## src/rtl/jid_pkg.sv

```systemverilog
package jid_pkg;

    localparam int IR_W = 5;
    typedef logic [IR_W-1:0] opcode_t;

    localparam opcode_t OP_IDCODE   = 5'h01;
    localparam opcode_t OP_SAMPLE   = 5'h02;
    localparam opcode_t OP_EXTEST   = 5'h03;
    localparam opcode_t OP_INTEST   = 5'h04;
    localparam opcode_t OP_CLAMP    = 5'h06;
    localparam opcode_t OP_TGT_RST  = 5'h0C;
    localparam opcode_t OP_ERASE    = 5'h0F;
    localparam opcode_t OP_NEXUS    = 5'h10;
    localparam opcode_t OP_MEM_WORD = 5'h11;
    localparam opcode_t OP_MEM_BLK  = 5'h12;
    localparam opcode_t OP_CANCEL   = 5'h13;
    localparam opcode_t OP_SERVICE  = 5'h14;
    localparam opcode_t OP_MEM_SIZE = 5'h15;
    localparam opcode_t OP_SYNC     = 5'h17;
    localparam opcode_t OP_HALT     = 5'h1C;
    localparam opcode_t OP_BYPASS   = 5'h1F;

    localparam opcode_t IR_CAPTURE_PAT = 5'b00001;

    typedef enum logic [4:0] {
        SEL_BYPASS = 5'b00001,
        SEL_IDCODE = 5'b00010,
        SEL_BSCAN  = 5'b00100,
        SEL_BUS_AD = 5'b01000,
        SEL_BUS_D  = 5'b10000
    } dr_sel_e;

    typedef enum logic [1:0] {
        BUS_WORD    = 2'd0,
        BUS_SIZED   = 2'd1,
        BUS_NEXUS   = 2'd2,
        BUS_SERVICE = 2'd3
    } bus_mode_e;

    typedef struct packed {
        dr_sel_e   sel;
        logic      bsr_drive;
        logic      autoinc;
        bus_mode_e mode;
    } decode_t;

    typedef struct packed {
        logic sync;
        logic cancel;
        logic halt;
        logic erase;
        logic reset;
    } strobe_t;

    function automatic logic is_restricted(opcode_t op);
        return (op == OP_NEXUS) || (op == OP_MEM_WORD) ||
               (op == OP_MEM_BLK) || (op == OP_MEM_SIZE);
    endfunction

    function automatic decode_t decode_op(opcode_t op, logic locked);
        decode_t d;
        d = '{sel: SEL_BYPASS, bsr_drive: 1'b0, autoinc: 1'b0, mode: BUS_WORD};
        if (!(locked && is_restricted(op))) begin
            case (op)
                OP_IDCODE:   d.sel = SEL_IDCODE;
                OP_SAMPLE:   d.sel = SEL_BSCAN;
                OP_EXTEST:   begin d.sel = SEL_BSCAN; d.bsr_drive = 1'b1; end
                OP_INTEST:   begin d.sel = SEL_BSCAN; d.bsr_drive = 1'b1; end
                OP_CLAMP:    d.bsr_drive = 1'b1;
                OP_MEM_WORD: d.sel = SEL_BUS_AD;
                OP_MEM_SIZE: begin d.sel = SEL_BUS_AD; d.mode = BUS_SIZED; end
                OP_NEXUS:    begin d.sel = SEL_BUS_AD; d.mode = BUS_NEXUS; end
                OP_SERVICE:  begin d.sel = SEL_BUS_AD; d.mode = BUS_SERVICE; end
                OP_MEM_BLK:  begin d.sel = SEL_BUS_D; d.autoinc = 1'b1; end
                default:     d.sel = SEL_BYPASS;
            endcase
        end
        return d;
    endfunction

    function automatic strobe_t strobe_of(opcode_t op);
        strobe_t s;
        s        = '0;
        s.reset  = (op == OP_TGT_RST);
        s.erase  = (op == OP_ERASE);
        s.halt   = (op == OP_HALT);
        s.cancel = (op == OP_CANCEL);
        s.sync   = (op == OP_SYNC);
        return s;
    endfunction

endpackage

```

## src/rtl/jid_ir_reg.sv

```systemverilog
module jid_ir_reg
    import jid_pkg::*;
(
    input  logic    clk,
    input  logic    rst,
    input  logic    tap_reset,
    input  logic    capture_ir,
    input  logic    shift_ir,
    input  logic    update_ir,
    input  logic    tdi,
    output opcode_t ir_sr,
    output opcode_t ir_q,
    output logic    ir_tdo
);

    always_ff @(posedge clk) begin
        if (rst || tap_reset) begin
            ir_sr <= IR_CAPTURE_PAT;
        end else if (capture_ir) begin
            ir_sr <= IR_CAPTURE_PAT;
        end else if (shift_ir) begin
            ir_sr <= {tdi, ir_sr[IR_W-1:1]};
        end
    end

    always_ff @(posedge clk) begin
        if (rst || tap_reset) begin
            ir_q <= OP_IDCODE;
        end else if (update_ir) begin
            ir_q <= ir_sr;
        end
    end

    assign ir_tdo = ir_sr[0];


    tlr_loads_idcode_chk: assert property (@(posedge clk) disable iff (rst)
        tap_reset |=> ir_q == OP_IDCODE);


    capture_pattern_chk: assert property (@(posedge clk) disable iff (rst)
        (capture_ir && !tap_reset) |=> ir_sr == IR_CAPTURE_PAT);

endmodule

```

## src/rtl/jid_fuse.sv

```systemverilog
module jid_fuse (
    input  logic clk,
    input  logic rst,
    input  logic fuse_prog_in,
    input  logic flash_rst,
    input  logic erase_stb,
    input  logic erase_done,
    output logic locked
);

    logic fuse_q;
    logic erase_pend;

    always_ff @(posedge clk) begin
        if (rst) begin
            fuse_q     <= fuse_prog_in;
            erase_pend <= 1'b0;
        end else if (erase_stb) begin
            erase_pend <= 1'b1;
        end else if (erase_pend && erase_done) begin
            fuse_q     <= 1'b0;
            erase_pend <= 1'b0;
        end
    end

    assign locked = fuse_q || flash_rst;


    fuse_never_sets_chk: assert property (@(posedge clk) disable iff (rst)
        !fuse_q |=> !fuse_q);


    clear_needs_pend_chk: assert property (@(posedge clk) disable iff (rst)
        (fuse_q && !erase_pend) |=> fuse_q);


    flash_rst_locks_chk: assert property (@(posedge clk) disable iff (rst)
        flash_rst |-> locked);

endmodule

```

## src/rtl/jid_data_regs.sv

```systemverilog
module jid_data_regs #(
    parameter int          ID_W     = 32,
    parameter logic [31:0] ID_VALUE = 32'h0ABC_D03F
) (
    input  logic clk,
    input  logic rst,
    input  logic sel_bypass,
    input  logic sel_idcode,
    input  logic capture_dr,
    input  logic shift_dr,
    input  logic tdi,
    input  logic ext_dr_tdo,
    output logic dr_tdo
);

    localparam logic [ID_W-1:0] ID_CAPTURE = {ID_VALUE[ID_W-1:1], 1'b1};

    logic            byp_q;
    logic [ID_W-1:0] id_sr;

    always_ff @(posedge clk) begin
        if (rst) begin
            byp_q <= 1'b0;
        end else if (sel_bypass && capture_dr) begin
            byp_q <= 1'b0;
        end else if (sel_bypass && shift_dr) begin
            byp_q <= tdi;
        end
    end

    always_ff @(posedge clk) begin
        if (rst) begin
            id_sr <= ID_CAPTURE;
        end else if (sel_idcode && capture_dr) begin
            id_sr <= ID_CAPTURE;
        end else if (sel_idcode && shift_dr) begin
            id_sr <= {tdi, id_sr[ID_W-1:1]};
        end
    end

    always_comb begin
        if (sel_idcode)      dr_tdo = id_sr[0];
        else if (sel_bypass) dr_tdo = byp_q;
        else                 dr_tdo = ext_dr_tdo;
    end


    bypass_capture_zero_chk: assert property (@(posedge clk) disable iff (rst)
        (capture_dr && sel_bypass) |=> !byp_q);


    id_capture_lsb_chk: assert property (@(posedge clk) disable iff (rst)
        (capture_dr && sel_idcode) |=> id_sr[0]);

endmodule

```

## src/rtl/jtag_secure_ir_decode.sv

```systemverilog
module jtag_secure_ir_decode
    import jid_pkg::*;
#(
    parameter int          ID_W     = 32,
    parameter logic [31:0] ID_VALUE = 32'h0ABC_D03F
) (
    input  logic       clk,
    input  logic       rst,
    input  logic       tap_reset,
    input  logic       capture_ir,
    input  logic       shift_ir,
    input  logic       update_ir,
    input  logic       capture_dr,
    input  logic       shift_dr,
    input  logic       update_dr,
    input  logic       tdi,
    input  logic       ext_dr_tdo,
    input  logic       fuse_prog_in,
    input  logic       flash_rst,
    input  logic       erase_done,
    output logic       ir_tdo,
    output logic       dr_tdo,
    output logic [4:0] active_ir,
    output logic       sel_bypass,
    output logic       sel_idcode,
    output logic       sel_bscan,
    output logic       sel_bus_ad,
    output logic       sel_bus_d,
    output logic       bsr_drive,
    output logic       bus_autoinc,
    output logic [1:0] bus_mode,
    output logic       sec_locked,
    output logic       sys_reset,
    output logic       reset_stb,
    output logic       erase_stb,
    output logic       halt_stb,
    output logic       cancel_stb,
    output logic       sync_stb
);

    opcode_t ir_sr;
    opcode_t ir_q;
    decode_t dec;
    strobe_t stb_q;
    logic    locked;

    jid_ir_reg u_ir (
        .clk        (clk),
        .rst        (rst),
        .tap_reset  (tap_reset),
        .capture_ir (capture_ir),
        .shift_ir   (shift_ir),
        .update_ir  (update_ir),
        .tdi        (tdi),
        .ir_sr      (ir_sr),
        .ir_q       (ir_q),
        .ir_tdo     (ir_tdo)
    );

    jid_fuse u_fuse (
        .clk          (clk),
        .rst          (rst),
        .fuse_prog_in (fuse_prog_in),
        .flash_rst    (flash_rst),
        .erase_stb    (stb_q.erase),
        .erase_done   (erase_done),
        .locked       (locked)
    );

    always_comb dec = decode_op(ir_q, locked);

    always_ff @(posedge clk) begin
        if (rst || tap_reset) begin
            stb_q <= '0;
        end else if (update_ir) begin
            stb_q <= strobe_of(ir_sr);
        end else if (update_dr) begin
            stb_q <= strobe_of(ir_q);
        end else begin
            stb_q <= '0;
        end
    end

    jid_data_regs #(
        .ID_W     (ID_W),
        .ID_VALUE (ID_VALUE)
    ) u_dregs (
        .clk        (clk),
        .rst        (rst),
        .sel_bypass (sel_bypass),
        .sel_idcode (sel_idcode),
        .capture_dr (capture_dr),
        .shift_dr   (shift_dr),
        .tdi        (tdi),
        .ext_dr_tdo (ext_dr_tdo),
        .dr_tdo     (dr_tdo)
    );

    assign active_ir   = ir_q;
    assign sel_bypass  = dec.sel[0];
    assign sel_idcode  = dec.sel[1];
    assign sel_bscan   = dec.sel[2];
    assign sel_bus_ad  = dec.sel[3];
    assign sel_bus_d   = dec.sel[4];
    assign bsr_drive   = dec.bsr_drive;
    assign bus_autoinc = dec.autoinc;
    assign bus_mode    = dec.mode;
    assign sec_locked  = locked;
    assign sys_reset   = (ir_q == OP_TGT_RST);
    assign reset_stb   = stb_q.reset;
    assign erase_stb   = stb_q.erase;
    assign halt_stb    = stb_q.halt;
    assign cancel_stb  = stb_q.cancel;
    assign sync_stb    = stb_q.sync;


    sel_onehot_chk: assert property (@(posedge clk) disable iff (rst)
        $countones({sel_bus_d, sel_bus_ad, sel_bscan, sel_idcode, sel_bypass}) == 1);


    locked_no_block_chk: assert property (@(posedge clk) disable iff (rst)
        sec_locked |-> !sel_bus_d);


    halt_strobe_chk: assert property (@(posedge clk) disable iff (rst)
        (update_ir && !tap_reset && ir_sr == OP_HALT) |=> halt_stb);


    reset_is_bypass_chk: assert property (@(posedge clk) disable iff (rst)
        sys_reset |-> (sel_bypass && !bsr_drive));

endmodule

```

## config.mk

```make
export PLATFORM = sky130hd
export DESIGN_NAME = jtag_secure_ir_decode
export DESIGN_NICKNAME = d
export VERILOG_FILES = /design/src/rtl/jid_pkg.sv /design/src/rtl/jid_ir_reg.sv /design/src/rtl/jid_fuse.sv /design/src/rtl/jid_data_regs.sv /design/src/rtl/jtag_secure_ir_decode.sv
export SDC_FILE = /design/constraint.sdc
export NUM_CORES = 1
export LEC_CHECK = 0
export ABC_AREA = 0
export CAP_MARGIN = 10
export CORE_UTILIZATION = 47
export CTS_BUF_LIST = sky130_fd_sc_hd__clkbuf_4 sky130_fd_sc_hd__clkbuf_8
export CTS_CLUSTER_DIAMETER = 40
export DETAILED_ROUTE_END_ITERATION = 16
export PLACE_DENSITY = 0.82
export SYNTH_ARGS = -nofsm -noshare
export SYNTH_HDL_FRONTEND = slang
export SYNTH_SLANG_ARGS = --single-unit
```

## constraint.sdc

```tcl
create_clock -name clk -period 2.05 [get_ports clk]
set_clock_uncertainty 0.2 [all_clocks]
set_input_delay 0.41 -clock clk [delete_from_list [all_inputs] [get_ports clk]]
set_output_delay 0.41 -clock clk [all_outputs]
set_load 0.01 [all_outputs]
```

# Yosys cells after proc, flatten, opt, wreduce, memory -nomap -nowiden
# Cells that the tools add are included.
classes:
  n_eq_ne: 21
  n_mux: 13
  reduce_logical: 20
ops:
  columns: ["cell", "count"]
  rows:
  - ["equality test 5 bit, second input constant", 11]
  - ["equality test 5 x 4 -> 1 bit, second input constant", 4]
  - ["case mux 5 bit (4 select lines)", 1]
  - ["equality test 5 x 2 -> 1 bit, second input constant", 2]
  - ["equality test 5 x 3 -> 1 bit, second input constant", 2]
  - ["2-to-1 mux 5 bit", 2]
  - ["2-to-1 mux 9 bit", 1]
  - ["2-to-1 mux 1 bit", 8]
  - ["logical AND 1 bit", 6]
  - ["case mux 2 bit (3 select lines)", 1]
  - ["OR reduction 2 bit", 3]
  - ["OR reduction 3 bit", 2]
  - ["equality test 5 x 1 -> 1 bit, second input constant", 1]
  - ["logical OR 1 bit", 5]
  - ["nonzero test 2 bit", 2]
  - ["OR reduction 4 bit", 1]
  - ["!= test 2 bit, second input constant", 1]
  - ["AND reduction 2 bit", 1]
totals:
  ff_bits: 50
  in_bits: 14
  output_inout_bits: 23
  wordCells: 65

# Logic depth before layout (Yosys ltp)
logic_depth:
  depth_word: 8
  ltp_mapped: 7
  ltp_nobuf: 5

# Hierarchy
# Synthesis repeated with hierarchy kept, for this count alone.
hier_totals:
  cells_unflattened: 233
  hier_area_um2: 2177.1
by_module_without_submodules:
  columns: ["mod", "n_inst", "cells_per_inst", "area_per_inst_um2", "seq_area_each_um2"]
  rows:
  - ["jid_data_regs", 1, 132, 1267.5, 660.6]
  - ["jtag_secure_ir_decode", 1, 58, 436.7, 100.1]
  - ["jid_ir_reg", 1, 35, 375.4, 200.2]
  - ["jid_fuse", 1, 8, 97.6, 50.0]

# Worst setup path after synthesis
# Ideal clock, no wire load.
synth_path:
  path_kind: "reg2out"
  startpoint: "reg u_ir.ir_q[4]"
  endpoint: "out bus_mode[1]"
  arrival_time_ps: 1582
  required_time_ps: 1440
  slack_ps: -142
  path_stages_with_launch: 4
  n_path_buf: 1
  cell_sequence: "dfxtp_1 -> buf_2 -> or2b_2 -> a2111oi_0"
synth_via:
  elab_chain_cells: 6
synth_rtl:
  columns: ["item", "line_no", "source"]
  rows:
  - ["from (decl)", "jid_ir_reg.sv:12", "output opcode_t ir_q,"]
  - ["from (signal assigned)", "jid_ir_reg.sv:30", "ir_q <= ir_sr;"]
  - ["equality test 5 bit, on equally long branches", "jid_pkg.sv:56, jid_pkg.sv:64", null]
  - ["logical OR 1 bit (2 in a row)", "jid_pkg.sv:56", "return (op == OP_NEXUS) || (op == OP_MEM_WORD) ||"]
  - ["logical OR 1 bit", "jid_pkg.sv:57", "(op == OP_MEM_BLK) || (op == OP_MEM_SIZE);"]
  - ["logical AND 1 bit", "jid_pkg.sv:63", "if (!(locked && is_restricted(op))) begin"]
  - ["2-to-1 mux 9 bit (*)", "jid_pkg.sv:63", null]
  - ["to (decl)", "jtag_secure_ir_decode.sv:31", "output logic [1:0] bus_mode,"]
# Every way passes the cells marked *; elsewhere a longest branch is shown, timed or not.

# Worst setup path after layout
layout_path:
  startpoint: "reg u_fuse.fuse_q"
  endpoint: "out dr_tdo"
layout_via:
  elab_chain_cells: 5
layout_rtl:
  columns: ["item", "line_no", "source"]
  rows:
  - ["from (decl)", "jid_fuse.sv:11", "logic fuse_q;"]
  - ["from (signal assigned)", "jid_fuse.sv:16", "fuse_q <= fuse_prog_in;"]
  - ["logical OR 1 bit (*)", "jid_fuse.sv:26", "assign locked = fuse_q || flash_rst;"]
  - ["logical AND 1 bit (*)", "jid_pkg.sv:63", null]
  - ["2-to-1 mux 9 bit (*)", "jid_pkg.sv:63", null]
  - ["2-to-1 mux 1 bit", "jid_data_regs.sv:43", "else if (sel_bypass) dr_tdo = byp_q;"]
  - ["2-to-1 mux 1 bit (*)", "jid_data_regs.sv:42", "if (sel_idcode) dr_tdo = id_sr[0];"]
  - ["to (decl)", "jtag_secure_ir_decode.sv:22", "output logic dr_tdo,"]
# Marked as above.

==> impl_metrics.csv <==
group,metric,value,unit
run_status,status,"finished with violations",
run_status,violations,"setup timing",
final_layout,multi_input_area,0.00113,mm²
floorplanning,dieArea,0.00477,mm²
logic_synthesis,synth_top_family_by_area,"simple AND/OR/NAND/NOR gates",
worst_setup_path,crit_fanout,2,
final_layout,fillers,309,
sta,rsz0062_at_grt,"yes",
logic_synthesis,synth-main-ff-cell,"dfxtp_1",
worst_setup_path,path_class,"flop to output port",
clock_tree,cts_tree,"yes",
logic_synthesis,syn_inst,256,
global_routing,grt_pass1_wl,8960,µm
global_routing,grt_pass1_vias,1921,
placement,portBuffers,36,
placement,gp_congestion,0.815,
worst_setup_path,rrSetupSlack,0.07,ns
logic_synthesis,yosysTopAreaCell,"dfxtp_1",
global_routing,antenna_found_initial,0,
floorplanning,die_x,69.1,µm
floorplanning,io_pins,37,
final_layout,final_cells,370,
clock_tree,hold_buffers,0,
placement,hpwl,3230,µm
power_and_ir_drop,peakVddDrop,412,µV
sta,finalHoldViolations,0,
logic_synthesis,synth_top_cell_area_share,46.4,%
logic_synthesis,syn_area_per_cell,8.26,µm²
sta,fin_crit,2.66,ns
worst_setup_path,r2r_cells,6,
sta,maxSlewViolCount,0,
floorplanning,initial_core_util,48.9,%
worst_hold_path,hold_path_class,"flop to flop",
final_layout,post-route-util,68.9,%
routing,ant_nets,0,
power_and_ir_drop,p_leak,1.21,nW
logic_synthesis,yosysUniqueCellTypes,47,
logic_synthesis,synth-xor-area-share,0,%
routing,via_count,2037,
routing,wl_per_cell,14.9,µm
clock_tree,clockBufferDepth,2,
floorplanning,chipHeight,69.1,µm
logic_synthesis,synth_edf_count,1,
logic_synthesis,synthMuxAreaShare,3.31,%
logic_synthesis,synth_compound_area_share,12.5,%
clock_tree,numCtsBuffers,5,
logic_synthesis,yosysSeqAreaShare,47.8,%
clock_tree,numClockSinks,50,
worst_setup_path,timing.rr.end,"u_dregs.byp_q",
final_layout,antennaDiodeCount,0,
routing,drt_first_pass_iters,4,
power_and_ir_drop,powerDensity,653,mW/mm²
worst_setup_path,startpoint,"u_fuse.fuse_q",
sta,fin_ws,-0.611,ns
clock_tree,htree_levels,2,
final_layout,seq_area,0.00101,mm²
clock_tree,clk_pin_slew,0.10,ns
logic_synthesis,synthArstFlopShare,0,%
sta,timing.final.crit_share,130,%
global_routing,gr-usage-all-layers,23.6,%
worst_setup_path,r2r-start,"u_fuse.fuse_q",
job,drv_cap,0,
placement,dp.cells,352,
sta,setup_viol,9,
sta,fmax,376,MHz
global_routing,grt_max_degree,32,
logic_synthesis,synth_area,0.00211,mm²
worst_setup_path,cp-end-kind,"output port",
clock_tree,clk_latency,0.31,ns
final_layout,nets,331,
global_routing,grt-ovfl-total,0,
worst_setup_path,crit_required,1.44,ns
final_layout,areaGrowthSynthToFinish,40.8,%
logic_synthesis,yosys_warnings,0,
logic_synthesis,ys_seq_elements,50,
logic_synthesis,mappedNetlistNets,270,
sta,slew_headroom,71.0,%
floorplanning,core_area,0.00432,mm²
final_layout,layout-drive-gt1-share,26.7,%
worst_setup_path,cp.arrival,2.05,ns
logic_synthesis,yosys.area_share.simple,30.8,%
worst_setup_path,crit_end,"dr_tdo",
floorplanning,core.rowCount,24,
clock_tree,clock-root-buffer,"clkbuf_8",
routing,drc,0,
worst_setup_path,crit_path_start_kind,"flop",
routing,vias_per_cell,5.51,
routing,drtIter0Drc,191,
logic_synthesis,synth-adder-area-share,0,%
routing,routed_wl,5500,µm
sta,worst_slew_pin_slew,0.428,ns
logic_synthesis,synth_area_leaders,"dfxtp_1 46%, nand2_1 12%, a21oi_1 4.7%",
## what timing repair did
action | 4_1_cts | 5_1_grt
endpoints found under the setup margin | 14 | 15
hold endpoints to repair | 0 | 0
pin swaps | 7 | 4
setup buffers | 6 | 5
resized for setup | 64 | 14
## cells in the final DEF, fill, tap and decap left out, drive strengths merged, types with 2 or more instances in the layout
cell type       n
or3             2
clkdlybuf4s50  19
a211o           2
nand2          69
nor2           15
nand2b          5
buf            48
nor4            2
a211oi          4
mux2i           7
nor3            5
o41ai           2
a22oi           2
nand3b          3
o311ai          2
clkbuf          6
dfxtp          49
or2             4
dlygate4sd2     3
dlymetal6s2s    2
nor2b           5
inv             6
a21oi          21
nand3          17
nand4b          2
## sequential cells by signal, indices dropped and copies added, names as in the netlist
register,cells
u_dregs.byp_q,1
u_ir.ir_sr,5
u_fuse.erase_pend,1
u_ir.ir_q,5
cancel_stb,1
u_fuse.fuse_q,1
halt_stb,1
erase_stb,1
u_dregs.id_sr,32
sync_stb,1
reset_stb,1
## area by class of cell
type                    instances  share of cell area (%)
multi-input cells             183                    38.0
flip-flops and latches         50                    34.1
repair buffers                 73                    21.3
clock buffers                   5                    2.31
well taps                      52                    2.18
clock inverters                 3                    1.60
inverters                       4                   0.504
## worst max-delay path, cell delays in order (launching register included)
cell	delay, ns
edfxtp_1	0.43
or4b_4	0.52
a211oi_4	0.26
or2_4	0.19
buf_12	0.10
o311ai_4	0.07
buf_2	0.16
## layer usage
metal	routed length [µm]	track usage (%)	up-vias
met5	0	0	-
met4	194	10.9	0
met3	244	5.85	17
met2	2610	37.9	58
met1	2450	29.7	978
li1	-	-	984
## report_power, final
group          switching, W  internal, W
logic              0.000104    0.0000928
clock network      0.000356     0.000373
registers         0.0000169      0.00100
## cells in the mapped netlist (3+ instances only)
| library cell | count |
|---|---|
| nand2_1 | 69 |
| dfxtp_1 | 49 |
| a21oi_1 | 20 |
| nand3_1 | 17 |
| nor2_1 | 15 |
| buf_2 | 7 |
| mux2i_1 | 7 |
| clkbuf_1 | 6 |
| nand2b_1 | 5 |
| nor2b_1 | 5 |
| buf_4 | 4 |
| nor3_1 | 4 |
| a211oi_1 | 3 |
| inv_1 | 3 |
| nand3b_1 | 3 |
| or2_2 | 3 |
## per-stage QoR
step | cell area, µm² | hold WS (ns) | total power [W] | TNS [ns] | worst slack [ns]
floorplan | 2160 | 0.228 | 0.00114 | -0.00541 | -0.00541
global placement | 2710 | 0.235 | 0.00122 | -6.08 | -1.05
detailed placement | 2710 | 0.243 | 0.00122 | -6.37 | -1.08
CTS | 2900 | 0.248 | 0.00193 | -1.99 | -0.589
global route | 2980 | 0.276 | 0.00202 | -3.12 | -0.663
finish | 2980 | 0.247 | 0.00194 | -2.52 | -0.611
## logic make-up after synthesis
family / Yosys count
compound gates: 39
buf+inv: 23
flops: 50
mux: 7
simple gates: 137
## worst min-delay path by stage
stage                                  from                 to  depth (start not counted)
final                     u_dregs.id_sr[27]  u_dregs.id_sr[26]                          2
after global routing      u_dregs.id_sr[27]  u_dregs.id_sr[26]                          2
after CTS                 u_dregs.id_sr[27]  u_dregs.id_sr[26]                          2
after detailed placement  u_dregs.id_sr[27]  u_dregs.id_sr[26]                          2
after global placement    u_dregs.id_sr[27]  u_dregs.id_sr[26]                          2
after floorplan           u_dregs.id_sr[31]  u_dregs.id_sr[30]                          2
No activity file was read; power rests on OpenSTA's default activity.
